`config.mk`:
```
export PLATFORM = sky130hd
export DESIGN_NAME = i2cm_regfile
export DESIGN_NICKNAME = d
export VERILOG_FILES = /design/src/rtl/i2cm_regs_pkg.sv /design/src/rtl/i2cm_evt_flags.sv /design/src/rtl/i2cm_cmd_ctl.sv /design/src/rtl/i2cm_regfile.sv
export SDC_FILE = /design/constraint.sdc
export NUM_CORES = 1
export LEC_CHECK = 0
export ABC_CLOCK_PERIOD_IN_PS = 2610
export BUFFER_PORTS_ARGS = -buffer_cell sky130_fd_sc_hd__buf_2
export CORE_UTILIZATION = 53
export DETAILED_ROUTE_END_ITERATION = 8
export PLACE_DENSITY = 0.91
export SYNTH_ARGS = -nofsm -noshare
export SYNTH_HDL_FRONTEND = slang
export SYNTH_SLANG_ARGS = --single-unit
```
`constraint.sdc`:
```
create_clock -name clk -period 2.61 [get_ports clk]
set_clock_uncertainty 0.15 [all_clocks]
set_input_delay 0.261 -clock clk [delete_from_list [all_inputs] [get_ports clk]]
set_output_delay 0.261 -clock clk [all_outputs]
set_load 0.02 [all_outputs]
```
`src/rtl/i2cm_regs_pkg.sv`:
```
package i2cm_regs_pkg;

    localparam int NUM_EVT   = 7;
    localparam int CMD_W     = 5;
    localparam int EN_BIT    = 8;
    localparam int GU_BIT    = 7;
    localparam int BUSY_BIT  = 7;

    // events that finish the command in flight: op complete, arb lost, no ack
    localparam logic [NUM_EVT-1:0] FINISH_EVTS = 7'b000_0111;

    typedef enum logic [2:0] {
        SEL_CTL  = 3'd0,
        SEL_CMD  = 3'd1,
        SEL_CLR  = 3'd2,
        SEL_STAT = 3'd3,
        SEL_HCNT = 3'd4,
        SEL_LCNT = 3'd5,
        SEL_TX   = 3'd6,
        SEL_RX   = 3'd7
    } reg_sel_e;

endpackage

```
`src/rtl/i2cm_evt_flags.sv`:
```
module i2cm_evt_flags #(
    parameter int N = 7
) (
    input  logic         clk,
    input  logic         rst_n,
    input  logic [N-1:0] evt_i,
    input  logic         clr_we_i,
    input  logic [N-1:0] clr_mask_i,
    input  logic [N-1:0] unmask_i,
    input  logic         en_i,
    input  logic         gu_i,
    output logic [N-1:0] pend_o,
    output logic         irq_o
);

    typedef struct packed {
        logic [N-1:0] pend;
        logic         irq;
    } flag_st_t;

    flag_st_t st_d, st_q;
    logic [N-1:0] clr_eff;

    always_comb begin
        st_d    = st_q;
        clr_eff = clr_we_i ? clr_mask_i : '0;
        for (int i = 0; i < N; i++) begin
            // a strobe outranks a clear of the same flag
            st_d.pend[i] = evt_i[i] | (st_q.pend[i] & ~clr_eff[i]);
        end
        st_d.irq = en_i & gu_i & (|(st_q.pend & unmask_i));
    end

    always_ff @(posedge clk) begin
        if (!rst_n) st_q <= '0;
        else        st_q <= st_d;
    end

    assign pend_o = st_q.pend;
    assign irq_o  = st_q.irq;

    AST_SET_WINS: assert property (@(posedge clk) disable iff (!rst_n)
        (|evt_i) |=> ((pend_o & $past(evt_i)) == $past(evt_i)));
    AST_CLR_TAKES: assert property (@(posedge clk) disable iff (!rst_n)
        (clr_we_i && |(clr_mask_i & ~evt_i)) |=> ((pend_o & $past(clr_mask_i & ~evt_i)) == '0));
    AST_NO_STRAY_FLAG: assert property (@(posedge clk) disable iff (!rst_n)
        (evt_i == '0) |=> ((pend_o & ~$past(pend_o)) == '0));
    AST_IRQ_NEEDS_ENABLE: assert property (@(posedge clk) disable iff (!rst_n)
        irq_o |-> $past(en_i && gu_i));

endmodule

```
`src/rtl/i2cm_cmd_ctl.sv`:
```
module i2cm_cmd_ctl #(
    parameter int                W         = 5,
    parameter int                N         = 7,
    parameter logic [N-1:0]      DONE_MASK = '1
) (
    input  logic         clk,
    input  logic         rst_n,
    input  logic         wr_i,
    input  logic [W-1:0] wdata_i,
    input  logic         en_i,
    input  logic [N-1:0] evt_i,
    output logic [W-1:0] cmd_o,
    output logic         go_o
);

    typedef struct packed {
        logic [W-1:0] cmd;
        logic         go;
    } cmd_st_t;

    cmd_st_t st_d, st_q;
    logic    accept;
    logic    finish;

    always_comb begin
        st_d    = st_q;
        accept  = wr_i & en_i & (|wdata_i);
        finish  = |(evt_i & DONE_MASK);
        st_d.go = 1'b0;
        if (finish) st_d.cmd = '0;
        if (accept) begin
            st_d.cmd = wdata_i;
            st_d.go  = 1'b1;
        end
    end

    always_ff @(posedge clk) begin
        if (!rst_n) st_q <= '0;
        else        st_q <= st_d;
    end

    assign cmd_o = st_q.cmd;
    assign go_o  = st_q.go;

    AST_GO_HAS_CMD: assert property (@(posedge clk) disable iff (!rst_n)
        go_o |-> (cmd_o != '0));
    AST_NO_GO_WHEN_OFF: assert property (@(posedge clk) disable iff (!rst_n)
        go_o |-> $past(wr_i && en_i));
    AST_CMD_RETIRES: assert property (@(posedge clk) disable iff (!rst_n)
        (|(evt_i & DONE_MASK) && !wr_i) |=> (cmd_o == '0));

endmodule

```
`src/rtl/i2cm_regfile.sv`:
```
module i2cm_regfile
    import i2cm_regs_pkg::*;
#(
    parameter int ADDR_W = 6,
    parameter int CNT_W  = 16,
    parameter int BYTE_W = 8
) (
    input  logic                clk,
    input  logic                rst_n,
    input  logic                bus_wr,
    input  logic [ADDR_W-1:0]   bus_addr,
    input  logic [31:0]         bus_wdata,
    output logic [31:0]         bus_rdata,
    input  logic [NUM_EVT-1:0]  eng_evt,
    input  logic                eng_busy,
    input  logic                eng_rx_wr,
    input  logic [BYTE_W-1:0]   eng_rx_byte,
    output logic                ctl_en,
    output logic                cmd_go,
    output logic [CMD_W-1:0]    cmd_bits,
    output logic [CNT_W-1:0]    scl_hi_cnt,
    output logic [CNT_W-1:0]    scl_lo_cnt,
    output logic [BYTE_W-1:0]   tx_byte,
    output logic                irq
);

    localparam int IDX_LO = 2;
    localparam int IDX_HI = IDX_LO + 2;

    typedef struct packed {
        logic               en;
        logic               gu;
        logic [NUM_EVT-1:0] unmask;
        logic [CNT_W-1:0]   hcnt;
        logic [CNT_W-1:0]   lcnt;
        logic [BYTE_W-1:0]  tx;
        logic [BYTE_W-1:0]  rx;
    } regs_t;

    regs_t               regs_d, regs_q;
    reg_sel_e            sel;
    logic                mapped;
    logic                wr_hit;
    logic [NUM_EVT-1:0]  pend;

    assign sel = reg_sel_e'(bus_addr[IDX_HI:IDX_LO]);

    generate
        if (ADDR_W > IDX_HI + 1) begin : g_upper_decode
            assign mapped = (bus_addr[ADDR_W-1:IDX_HI+1] == '0);
        end else begin : g_full_decode
            assign mapped = 1'b1;
        end
    endgenerate

    assign wr_hit = bus_wr & mapped;

    always_comb begin
        regs_d = regs_q;
        if (wr_hit) begin
            case (sel)
                SEL_CTL: begin
                    regs_d.en     = bus_wdata[EN_BIT];
                    regs_d.gu     = bus_wdata[GU_BIT];
                    regs_d.unmask = bus_wdata[NUM_EVT-1:0];
                end
                SEL_HCNT: regs_d.hcnt = bus_wdata[CNT_W-1:0];
                SEL_LCNT: regs_d.lcnt = bus_wdata[CNT_W-1:0];
                SEL_TX:   regs_d.tx   = bus_wdata[BYTE_W-1:0];
                default:  ;
            endcase
        end
        if (eng_rx_wr) regs_d.rx = eng_rx_byte;
    end

    always_ff @(posedge clk) begin
        if (!rst_n) regs_q <= '0;
        else        regs_q <= regs_d;
    end

    i2cm_evt_flags #(
        .N (NUM_EVT)
    ) u_flags (
        .clk        (clk),
        .rst_n      (rst_n),
        .evt_i      (eng_evt),
        .clr_we_i   (wr_hit && sel == SEL_CLR),
        .clr_mask_i (bus_wdata[NUM_EVT-1:0]),
        .unmask_i   (regs_q.unmask),
        .en_i       (regs_q.en),
        .gu_i       (regs_q.gu),
        .pend_o     (pend),
        .irq_o      (irq)
    );

    i2cm_cmd_ctl #(
        .W         (CMD_W),
        .N         (NUM_EVT),
        .DONE_MASK (FINISH_EVTS)
    ) u_cmd (
        .clk     (clk),
        .rst_n   (rst_n),
        .wr_i    (wr_hit && sel == SEL_CMD),
        .wdata_i (bus_wdata[CMD_W-1:0]),
        .en_i    (regs_q.en),
        .evt_i   (eng_evt),
        .cmd_o   (cmd_bits),
        .go_o    (cmd_go)
    );

    always_comb begin
        bus_rdata = '0;
        if (mapped) begin
            case (sel)
                SEL_CTL: begin
                    bus_rdata[EN_BIT]        = regs_q.en;
                    bus_rdata[GU_BIT]        = regs_q.gu;
                    bus_rdata[NUM_EVT-1:0]   = regs_q.unmask;
                end
                SEL_CMD:  bus_rdata = 32'(cmd_bits);
                SEL_STAT: begin
                    bus_rdata[BUSY_BIT]      = eng_busy;
                    bus_rdata[NUM_EVT-1:0]   = pend;
                end
                SEL_HCNT: bus_rdata = 32'(regs_q.hcnt);
                SEL_LCNT: bus_rdata = 32'(regs_q.lcnt);
                SEL_TX:   bus_rdata = 32'(regs_q.tx);
                SEL_RX:   bus_rdata = 32'(regs_q.rx);
                default:  bus_rdata = '0;
            endcase
        end
    end

    assign ctl_en     = regs_q.en;
    assign scl_hi_cnt = regs_q.hcnt;
    assign scl_lo_cnt = regs_q.lcnt;
    assign tx_byte    = regs_q.tx;

    AST_RX_HOLDS: assert property (@(posedge clk) disable iff (!rst_n)
        !eng_rx_wr |=> $stable(regs_q.rx));
    AST_TX_HOLDS: assert property (@(posedge clk) disable iff (!rst_n)
        !(wr_hit && sel == SEL_TX) |=> $stable(tx_byte));
    AST_CTL_ONLY_BY_WRITE: assert property (@(posedge clk) disable iff (!rst_n)
        !(wr_hit && sel == SEL_CTL) |=> $stable(ctl_en));

endmodule

```
==> run_results.csv <==
group,metric,value,unit
clocking,root_buffer,"clkbuf_8",
setup_path,timing.rr.end,"u_cmd.cmd_o[3]",
sta,relSlewSlack,45.5,%
setup_path,r2r_cells,4,
floorplanning,start_util,55.0,%
status,outcome,"completed",
sta,worst_pin_slew,0.818,ns
power,total_power,2.16,mW
power,powerDensity,516,nW/um^2
floorplanning,die_y,85.9,um
sta,holdWs,0.00464,ns
cells_and_area,multiInputGateArea,1790,sq um
place,placed_area,3910,sq um
place,port_buffers,103,
cells_and_area,regArea,1420,sq um
clocking,clkLatencyLatePin,0.35,ns
routing,num_vias,3242,
sta,rsz0062_at_grt,"false",
setup_path,setup.worst_path.start_class,"input pin",
job,maxCapViolCount,0,
global_route,grt.total_usage,25.9,%
floorplanning,dieArea,7390,sq um
synth,yosys.cell_types.count,46,
routing,drc,0,
min_path,min_path_type,"input pin to flip-flop",
clocking,clk_path_buf_depth,2,
synth,synth_seq_cells,71,
cells_and_area,fillCellCount,581,
clocking,cts_tree,"yes",
cells_and_area,stdcell_count,592,
sta,setup_viol,0,
sta,hold_violations,0,
setup_path,cp.arrival,1.85,ns
setup_path,crit-reg2reg-launch,"ctl_en",
sta,tns,0,ns
synth,syn_inst,429,
synth,async_flop_share,0,%
sta,fin_crit_sh,86.7,%
global_route,grt_start_max_net_pins,58,
setup_path,cp-end-kind,"output pin",
cells_and_area,drive_above_1_share,31.3,%
floorplanning,row_count,30,
routing,avgRoutedWirePerCell,15.9,um
synth,synth_top_area_share,38.1,%
setup_path,crit_type,"input pin to output pin",
place,gp_congestion,0.902,
synth,synth.avg_cell_area,8.71,sq um
sta,finalCriticalPeriod,2.26,ns
place,dp_hpwl,6720,um
place,numPlacedInstances,566,
cells_and_area,nets,550,
clocking,clock_sinks,71,
sta,final-max-slew-violation-count,0,
global_route,overflow,0,
cells_and_area,design_area,4190,sq um
power,peakVddDrop,0.350,mV
global_route,antenna_found_initial,0,
power,p_leak,1.82,nW
cells_and_area,diodes,0,
cells_and_area,fin_util,61.7,%
sta,worst_slack,0.348,ns
sta,fmax,0.442,GHz
cells_and_area,mostFrequentLayoutCells,"103 x buf_2, 71 x dfxtp_1, 64 x nand2_1",
synth,synth_top_cell_by_area,"dfxtp_1",
synth,seq_area_frac_synth,38.1,%
place,post-place-ws,0.345,ns
synth,synth_edf_count,0,
clocking,cts_made_buffers,9,
min_path,hold-path-cell-count,3,
global_route,grt_pass1_wl,14800,um
cells_and_area,final_common_cell,"buf_2",
synth,synth_area,3730,sq um
floorplanning,die_w,85.9,um
setup_path,cp_max_fo,28,
floorplanning,ioPinCount,138,
synth,synth_area_leaders,"dfxtp_1 38%, mux2i_1 12%, buf_4 11%",
setup_path,cp.required,2.20,ns
clocking,cts.clk_slew.worst_paths,0.08,ns
min_path,whs_endpoint,"scl_hi_cnt[10]",
routing,firstDrtPassIters,6,
routing,first_iter_violations,270,
synth,yosys_warnings,0,
clocking,htreeDepth,3,
routing,viasPerCell,5.48,
min_path,hp-start,"bus_wdata[10]",
synth,synthFlopType,"dfxtp_1",
global_route,grt_pass1_vias,2975,
routing,detail-route-antenna-nets,0,
cells_and_area,syn_to_final_growth,12.3,%
routing,totalWireLength,9410,um
floorplanning,core_area,6790,sq um
setup_path,reg2reg_slack,1.00,ns
## sequential cells by signal, indices dropped and copies added, names as in the netlist, 5 cells and up
signal,count
u_cmd.cmd_o,5
scl_lo_cnt,16
tx_byte,8
u_flags.pend_o,7
scl_hi_cnt,16
regs_q,16
## Yosys cell counts, types with 2 or more instances
master / number
dfxtp_1: 71
nand2_1: 64
buf_4: 57
mux2i_1: 46
nor2_1: 35
a21oi_1: 27
o21a_1: 13
clkbuf_1: 12
a21oi_2: 10
nand2_2: 10
buf_2: 9
a21boi_0: 7
nand3_1: 6
o21ai_0: 5
o22ai_1: 5
inv_1: 4
a221oi_1: 3
and3_1: 3
buf_6: 3
mux4_2: 3
nor4_1: 3
a211oi_1: 2
a21o_1: 2
a31oi_1: 2
buf_1: 2
mux2_2: 2
nand4b_1: 2
nor2b_1: 2
nor3_1: 2
## kinds of logic (layout without fill, tap and decap cells)
group | count (synthesis) | in the layout | share of synthesized area (%)
AND/OR/NAND/NOR | 136 | 136 | 16.4
AO/OA/AOI/OAI | 82 | 82 | 14.9
buffers and inverters | 88 | 140 | 15.8
multiplexers | 51 | 51 | 14.7
other | 1 | 16 | 0.100
flip-flops | 71 | 71 | 38.1
## metal layers
metal  part of all wire, %  track usage [%]  wire length [um]  vias to the layer above
li1                      -                -                 -                     1512
met1                    41             32.4              3830                     1517
met2                    49             43.7              4570                      184
met3                   8.0             5.68               749                       29
met4                   2.7             9.85               257                        0
met5                     0                0                 0                        -
## area by class of cell
| class | instances | share of cell area [%] |
|---|---|---|
| sequential | 71 | 33.9 |
| tap | 96 | 2.86 |
| inverter | 4 | 0.358 |
| clock inverter | 5 | 0.835 |
| clock buffer | 10 | 3.28 |
| timing repair buffer | 121 | 16.2 |
| multi-input combinational | 285 | 42.6 |
## how the worst max path moves through the flow
stage	from	end	cells after the start	slack [ns]
global route	bus_addr[3]	bus_rdata[4]	5	0.30
detailed placement	bus_addr[3]	u_flags.pend_o[2]	5	0.35
finish	bus_addr[3]	bus_rdata[4]	5	0.35
global placement	bus_addr[3]	bus_rdata[4]	5	0.42
floorplan	bus_addr[2]	bus_rdata[7]	5	0.55
CTS	bus_addr[3]	bus_rdata[4]	5	0.39
## worst max-delay path, cell delays in order
cell and delay (ns):
buf_2 0.50, mux2_2 0.41, a221o_1 0.35, o211a_1 0.14, buf_2 0.16
## where the power goes
group / internal [mW] / total (mW) / switching [mW]
combinational: 0.0965 / 0.259 / 0.162
clock: 0.363 / 0.776 / 0.413
sequential: 1.11 / 1.13 / 0.0206
total: 1.57 / 2.16 / 0.596
## what timing repair did
action,CTS,global route
hold buffers,11,0
hold endpoints to repair,11,0
resized for setup,0,0
buffers inserted,0,0
setup endpoints to repair,0,0
No activity file was read; power rests on OpenSTA's default activity.
